## src/rtl/adc_ctrl_pkg.sv

```systemverilog
package adc_ctrl_pkg;

  typedef enum logic [2:0] {
    PH_IDLE = 3'd0,
    PH_HOLD = 3'd1,
    PH_EST  = 3'd2,
    PH_FL1  = 3'd3,
    PH_FL2  = 3'd4,
    PH_FL3  = 3'd5
  } phase_e;

  localparam int NUM_PHASES = 5;

  function automatic phase_e phase_next(phase_e p);
    case (p)
      PH_HOLD: return PH_EST;
      PH_EST:  return PH_FL1;
      PH_FL1:  return PH_FL2;
      PH_FL2:  return PH_FL3;
      default: return PH_IDLE;
    endcase
  endfunction

endpackage

```

## src/rtl/adc_in_sync.sv

```systemverilog
// Two-stage synchroniser per strobe plus a falling-edge detector on the
// synchronised level.
module adc_in_sync #(
  parameter int   N       = 4,
  parameter logic RST_LVL = 1'b1
) (
  input  logic         clk,
  input  logic         rst,
  input  logic [N-1:0] din,
  output logic [N-1:0] lvl,
  output logic [N-1:0] fall
);

  for (genvar gi = 0; gi < N; gi++) begin : g_bit
    logic meta_q, sync_q, prev_q;
    always_ff @(posedge clk) begin
      if (rst) begin
        meta_q <= RST_LVL;
        sync_q <= RST_LVL;
        prev_q <= RST_LVL;
      end else begin
        meta_q <= din[gi];
        sync_q <= meta_q;
        prev_q <= sync_q;
      end
    end
    assign lvl[gi]  = sync_q;
    assign fall[gi] = prev_q & ~sync_q;
  end

endmodule

```

## src/rtl/adc_step_seq.sv

```systemverilog
// Conversion phase sequencer: each phase lasts STEP_CYC cycles.
module adc_step_seq
  import adc_ctrl_pkg::*;
#(
  parameter int STEP_CYC = 4
) (
  input  logic   clk,
  input  logic   rst,
  input  logic   start,
  output phase_e phase,
  output logic   done
);

  localparam int CNT_W = (STEP_CYC > 1) ? $clog2(STEP_CYC) : 1;
  localparam logic [CNT_W-1:0] CNT_LAST = CNT_W'(STEP_CYC - 1);

  phase_e           ph_q;
  logic [CNT_W-1:0] cnt_q;
  logic             last_cyc;

  assign last_cyc = (cnt_q == CNT_LAST);
  assign done     = (ph_q == PH_FL3) && last_cyc;
  assign phase    = ph_q;

  always_ff @(posedge clk) begin
    if (rst) begin
      ph_q  <= PH_IDLE;
      cnt_q <= '0;
    end else if (ph_q == PH_IDLE) begin
      cnt_q <= '0;
      if (start) ph_q <= PH_HOLD;
    end else if (last_cyc) begin
      cnt_q <= '0;
      ph_q  <= phase_next(ph_q);
    end else begin
      cnt_q <= cnt_q + 1'b1;
    end
  end

endmodule

```

## src/rtl/adc_out_stage.sv

```systemverilog
// Result capture, done/interrupt flags and bus drive enable.
module adc_out_stage #(
  parameter int DATA_W = 12
) (
  input  logic              clk,
  input  logic              rst,
  input  logic              start,
  input  logic              done,
  input  logic              rd_clr,
  input  logic              bus_req,
  input  logic              fast_mode,
  input  logic [DATA_W-1:0] result_in,
  output logic              conv_done,
  output logic              irq_n,
  output logic [DATA_W-1:0] bus_data,
  output logic              bus_drive
);

  always_ff @(posedge clk) begin
    if (rst) begin
      conv_done <= 1'b0;
      irq_n     <= 1'b1;
      bus_data  <= '0;
      bus_drive <= 1'b0;
    end else begin
      if (done) begin
        conv_done <= 1'b1;
        irq_n     <= 1'b0;
        bus_data  <= result_in;
      end else if (start) begin
        conv_done <= 1'b0;
        irq_n     <= 1'b1;
      end else if (rd_clr) begin
        irq_n <= 1'b1;
      end
      bus_drive <= fast_mode | bus_req;
    end
  end

endmodule

```

## src/rtl/adc_conv_ctrl.sv

```systemverilog
module adc_conv_ctrl
  import adc_ctrl_pkg::*;
#(
  parameter int DATA_W   = 12,
  parameter int STEP_CYC = 4
) (
  input  logic              clk,
  input  logic              rst,
  input  logic              chip_sel_n,
  input  logic              conv_start_n,
  input  logic              read_n,
  input  logic              out_en_n,
  input  logic              fast_mode,
  input  logic [DATA_W-1:0] result_in,
  output logic              conv_done,
  output logic              irq_n,
  output logic [DATA_W-1:0] bus_data,
  output logic              bus_drive,
  output logic [2:0]        phase
);

  localparam int IX_CS = 0;
  localparam int IX_ST = 1;
  localparam int IX_RD = 2;
  localparam int IX_OE = 3;
  localparam int NSTB  = 4;

  logic [NSTB-1:0] stb_raw, stb_lvl, stb_fall;
  logic            cs_act, start, done, rd_clr, bus_req;
  phase_e          ph;

  assign stb_raw = {out_en_n, read_n, conv_start_n, chip_sel_n};

  adc_in_sync #(.N(NSTB), .RST_LVL(1'b1)) u_sync (
    .clk (clk),
    .rst (rst),
    .din (stb_raw),
    .lvl (stb_lvl),
    .fall(stb_fall)
  );

  assign cs_act  = ~stb_lvl[IX_CS];
  assign start   = stb_fall[IX_ST] & cs_act & (ph == PH_IDLE);
  assign rd_clr  = stb_fall[IX_RD] & cs_act;
  assign bus_req = cs_act & ~stb_lvl[IX_RD] & ~stb_lvl[IX_OE];

  adc_step_seq #(.STEP_CYC(STEP_CYC)) u_seq (
    .clk  (clk),
    .rst  (rst),
    .start(start),
    .phase(ph),
    .done (done)
  );

  adc_out_stage #(.DATA_W(DATA_W)) u_out (
    .clk      (clk),
    .rst      (rst),
    .start    (start),
    .done     (done),
    .rd_clr   (rd_clr),
    .bus_req  (bus_req),
    .fast_mode(fast_mode),
    .result_in(result_in),
    .conv_done(conv_done),
    .irq_n    (irq_n),
    .bus_data (bus_data),
    .bus_drive(bus_drive)
  );

  assign phase = ph;

endmodule

```

## config.mk

```make
export PLATFORM = sky130hd
export DESIGN_NAME = adc_conv_ctrl
export DESIGN_NICKNAME = d
export VERILOG_FILES = /design/src/rtl/adc_ctrl_pkg.sv /design/src/rtl/adc_in_sync.sv /design/src/rtl/adc_step_seq.sv /design/src/rtl/adc_out_stage.sv /design/src/rtl/adc_conv_ctrl.sv
export SDC_FILE = /design/constraint.sdc
export NUM_CORES = 1
export LEC_CHECK = 0
export BUFFER_PORTS_ARGS = -buffer_cell sky130_fd_sc_hd__buf_2
export CAP_MARGIN = 20
export CORE_ASPECT_RATIO = 1.25
export CORE_MARGIN = 2
export CORE_UTILIZATION = 35
export CTS_BUF_LIST = sky130_fd_sc_hd__clkbuf_4 sky130_fd_sc_hd__clkbuf_8
export CTS_CLUSTER_SIZE = 25
export DETAILED_ROUTE_END_ITERATION = 10
export HOLD_SLACK_MARGIN = 0.02
export PLACE_DENSITY = 0.68
export SLEW_MARGIN = 30
export SYNTH_ARGS = -nofsm -noshare
export SYNTH_HDL_FRONTEND = slang
export SYNTH_SLANG_ARGS = --single-unit
```

## constraint.sdc

```tcl
create_clock -name clk -period 1.95 [get_ports clk]
set_input_delay 0.39 -clock clk [delete_from_list [all_inputs] [get_ports clk]]
set_output_delay 0.39 -clock clk [all_outputs]
set_load 0.005 [all_outputs]
```

### Word level (Yosys, flattened, before mapping)

Index checks and enable logic that the tools add are counted.

* flip-flop bits (word level): 30
* output and inout bits: 18

* add/subtract/negate cells: 1
* equal/unequal tests: 7
* multiplexer cells: 9
* bitwise gates (word level): 12
* reduce and logical (&&, ||, !) cells: 7

Operators with widths (number)
* $pmux 3 s4: 1
* $mux 3: 3
* $and 1x1->1: 7
* $eq 3x2->1 const B: 2
* $eq 3x3->1 const B: 2
* $mux 1: 5
* $not 1->1: 4
* $reduce_bool 2->1: 2
* $eq 3x1->1 const B: 1
* $logic_not 3->1: 1
* $reduce_bool 3->1: 1
* $reduce_or 3->1: 1
* $add 2x1->2 const B: 1
* $eq 2x2->1 const B: 1
* $ne 2x2->1 const B: 1
* $reduce_and 2->1: 1
* $logic_and 1x1->1: 1
* $or 1x1->1: 1

### Logic depth before layout (Yosys ltp)

* depth after elaboration: 6
* mapped depth: 6

### Cells and area by module

A second synthesis with hierarchy kept.

* cells, all modules: 108
* area, all modules: 1179.9 µm²

By module, submodules not included
* adc_out_stage: times used 1, cells an instance 49, area each 536.8 µm²
* adc_in_sync: times used 1, cells an instance 33, area each 381.6 µm²
* adc_step_seq: times used 1, cells an instance 22, area each 235.2 µm²
* adc_conv_ctrl: times used 1, cells an instance 4, area each 26.3 µm²

### Least setup slack after synthesis

Ideal clock, no wire load.

* kind: reg-to-reg
* start point: reg u_seq.cnt_q[0]
* end point: reg u_seq.ph_q[0] (netlist: u_seq.phase[0])
* library setup time: 74 ps
* data arrival time: 1132 ps
* data required time: 1876 ps
* path slack: 744 ps
* cell stages (with the launch flop): 6
* buffers on the path: 1
* clock period less this slack: 1206 ps
* cell sequence: dfxtp_1 ha_1 clkbuf_2 inv_1 or3_1 a31oi_1

* cells in the longest elaborated chain, start to end: 3

Ends and longest elaborated chain
* from (decl): line adc_step_seq.sv:18 `logic [CNT_W-1:0] cnt_q;`
* from (signal assigned): line adc_step_seq.sv:36 `cnt_q <= cnt_q + 1'b1;`
* $eq 2x2->1: line adc_step_seq.sv:21 `assign last_cyc = (cnt_q == CNT_LAST);`
* $reduce_bool 2->1 (no source line)
* $reduce_and 2->1 (no source line)
* to (signal assigned): line adc_step_seq.sv:34 `ph_q <= phase_next(ph_q);`
* to (decl): line adc_step_seq.sv:17 `phase_e ph_q;`

No other way between the ends.
A chain may end at the register's enable or synchronous reset.

### Final worst setup path

* start point: reg u_seq.ph_q[0] (netlist: u_seq.phase[0])
* end point: out phase[0]

RTL lines
* to (decl): line adc_conv_ctrl.sv:19 `output logic [2:0] phase`

No word-level cell between the ends.

==> qor.yml <==
setup_path:
  cp_num_buf_inv: 1
  crit_chain: "buf_2"
  cp.required_ns: 1.56
  worstSetupStartpointType: "flip-flop"
  arrival_ns: 1.07
  cp_slowest_cell: "dfxtp_1"
  crit_fanout: 10
  path_class: "reg -> out"
  max_stage_delay_ns: 0.55
  critPathTopFamily: "flip-flops"
  worstSetupEndpointType: "output pin"
global_routing:
  grt_use_total: 0.130
  grt_pass1_wl_um: 3220
  gr-total-overflow: 0
  grt_pass1_vias: 773
  grt_max_degree: 32
  antenna_found_initial: 0
route:
  avgRoutedWirePerCell_um: 10.9
  avgViaCountPerCell: 4.67
  vias: 868
  drc: 0
  final_antenna_net_count: 0
  wl_um: 2030
  drt_iter0_drc: 12
  first_pass_iters: 4
floorplan:
  core.rowCount: 22
  design.core.area_um2: 2920
  die_w_um: 53.3
  pin_count: 37
  start_util: 0.365
  die_h_um: 65.7
  dieArea_um2: 3500
timing:
  period_share: 0.747
  rsz0062_at_grt: "false"
  maxSlewHeadroom: 0.682
  setup_viol: 0
  finalCriticalPeriod_ns: 1.46
  final_max_slew_viol_count: 0
  finalSetupTns_ns: 0
  whs_ns: 0.225
  hold_viol_final: 0
  tightest_slew_ns: 0.477
  fmax_mhz: 686
  skew_ns: 0.00392
power:
  cellLeakagePower_nw: 0.594
  p_per_area_nw_per_um2: 981
  ir_drop_mv: 0.747
run:
  maxCapViolations: 0
yosys:
  syn_nets: 134
  syn_inst: 114
  yosysSeqAreaShare: 0.564
  synth_cell_types: 27
  postSynthAreaPerCell_um2: 9.34
  synth.cell_area_um2: 1060
  synth-seq-cells: 30
  yosys_warnings: 0
cts:
  hold_buffers: 0
  clock_latency_ns: 0.34
  cts_tree: "yes"
  cts_setup_buffers: 0
  cts_resized: 0
  path_clk_slew_ns: 0.10
  htree_levels: 2
  clockBufferDepth: 2
  clockRootBuffer: "clkbuf_4"
  cts_sinks: 30
  cts_buffers: 5
finish:
  fin_util: 0.463
  final_layout_size_suffix_gt1_frac: 0.380
  n_antenna_cell: 0
  fin_nets: 169
  final_area_um2: 1350
  syn2layout_area_growth_pct: 26.9
min_path:
  hp-class: "in -> reg"
place:
  dpl-instance-area_um2: 1240
  place_hpwl_um: 1410
  io_buffers: 36
  gp_congestion: 0.658
outcome:
  status: "complete, no violations"
[sequential cells by signal, summed over array words and instances, names as in the netlist]
| register | count |
|---|---|
| u_seq.cnt_q | 2 |
| u_out.bus_data | 12 |
| u_out.irq_n | 1 |
| u_sync.g_bit.prev_q | 2 |
| u_sync.g_bit.meta_q | 4 |
| u_seq.phase | 3 |
| u_out.conv_done | 1 |
| u_sync.g_bit.sync_q | 4 |
| u_out.bus_drive | 1 |
[power by group]
part	total, mW	internal, mW	switching [mW]
Combinational	0.0395	0.0218	0.0177
Clock	0.659	0.434	0.224
Sequential	0.627	0.623	0.00461
[synth_stat cells]
library cell / n / area (µm²)
buf_2: 3 / 15.0
buf_6: 2 / 22.5
xnor2_1: 1 / 8.76
clkbuf_2: 1 / 5.00
nor2_1: 6 / 22.5
nand4b_1: 1 / 8.76
and4b_1: 1 / 10.0
a31oi_1: 2 / 12.5
buf_4: 1 / 7.51
nor3_1: 2 / 10.0
inv_1: 2 / 7.51
o211a_1: 1 / 10.0
or2_2: 10 / 62.6
a21oi_1: 13 / 65.1
nor4_1: 1 / 6.26
nand3_1: 1 / 5.00
nor4b_1: 1 / 8.76
a31o_2: 1 / 8.76
nand2_1: 26 / 97.6
nor3_4: 1 / 16.3
a211oi_1: 1 / 7.51
or3_1: 1 / 6.26
dfxtp_1: 30 / 601
clkbuf_1: 2 / 7.51
ha_1: 1 / 12.5
mux2i_1: 1 / 10.0
a32o_1: 1 / 10.0
[worst register-to-register path: cells and delay by family, from the launching register on]
family	cells	cell delay (ns)
AOI/OAI and AO/OA	1	0.13
and+or+nand+nor	2	0.59
adders and majority gates	1	0.29
DFF	1	0.34
[area by class of cell]
class	count	area, µm²
multi-input combinational	73	399
clock buffer	6	51.3
fill	291	1570
clock inverter	2	60.1
sequential	30	601
inverter	2	7.51
timing repair buffer	37	188
tap	36	45.0
[cell usage in the layout (no fill, tap or decap), drive strengths merged]
| cell | Yosys | final |
|---|---|---|
| or2 | 10 | 10 |
| a32o | 1 | 1 |
| nor2 | 6 | 6 |
| bufinv | 0 | 2 |
| inv | 2 | 2 |
| o211a | 1 | 1 |
| a21oi | 13 | 13 |
| xnor2 | 1 | 1 |
| ha | 1 | 1 |
| and4b | 1 | 1 |
| dfxtp | 30 | 30 |
| mux2i | 1 | 1 |
| clkbuf | 3 | 6 |
| a31oi | 2 | 2 |
| nand4b | 1 | 1 |
| a31o | 1 | 1 |
| nand3 | 1 | 1 |
| buf | 6 | 37 |
| nor4b | 1 | 1 |
| or3 | 1 | 1 |
| nor4 | 1 | 1 |
| nor3 | 3 | 3 |
| nand2 | 26 | 26 |
| a211oi | 1 | 1 |
[layer usage]
layer | GRT usage | part of all wire | up-vias
li1 | - | - | 445
met1 | 0.135 | 0.42 | 380
met2 | 0.201 | 0.46 | 35
met3 | 0.0568 | 0.087 | 8
met4 | 0.0962 | 0.031 | 0
met5 | 0 | 0 | -
[cells by family (layout without fill, tap and decap cells)]
| group | Yosys count | after routing | synth area share |
|---|---|---|---|
| AND/OR/NAND/NOR | 51 | 51 | 0.239 |
| adder cells (fa/ha/maj) | 1 | 1 | 0.0117 |
| XOR/XNOR | 1 | 1 | 0.00823 |
| buffers and inverters | 11 | 47 | 0.0611 |
| flip-flops | 30 | 30 | 0.564 |
| AO/OA/AOI/OAI | 19 | 19 | 0.107 |
| multiplexers | 1 | 1 | 0.00940 |
[per-stage QoR]
stage / cells / power [mW] / setup WS (ns)
6_report: 186 / 1.33 / 0.493
3_5_place_dp: 178 / 0.682 / 0.537
4_1_cts: 186 / 1.34 / 0.476
3_3_place_gp: 178 / 0.681 / 0.591
2_1_floorplan: 114 / 0.660 / 0.744
5_1_grt: 186 / 1.37 / 0.367
[final timing paths]
kind                          start                      to  depth (start not counted)  slack (ns)
min reg2reg  u_sync.g_bit[1].meta_q  u_sync.g_bit[1].sync_q                          1        0.42
max                  u_seq.phase[0]                phase[0]                          1        0.49
max reg2reg          u_seq.cnt_q[0]       u_out.bus_data[7]                          4        0.53
min                        out_en_n  u_sync.g_bit[3].meta_q                          2        0.23
No activity file was read; power rests on OpenSTA's default activity.
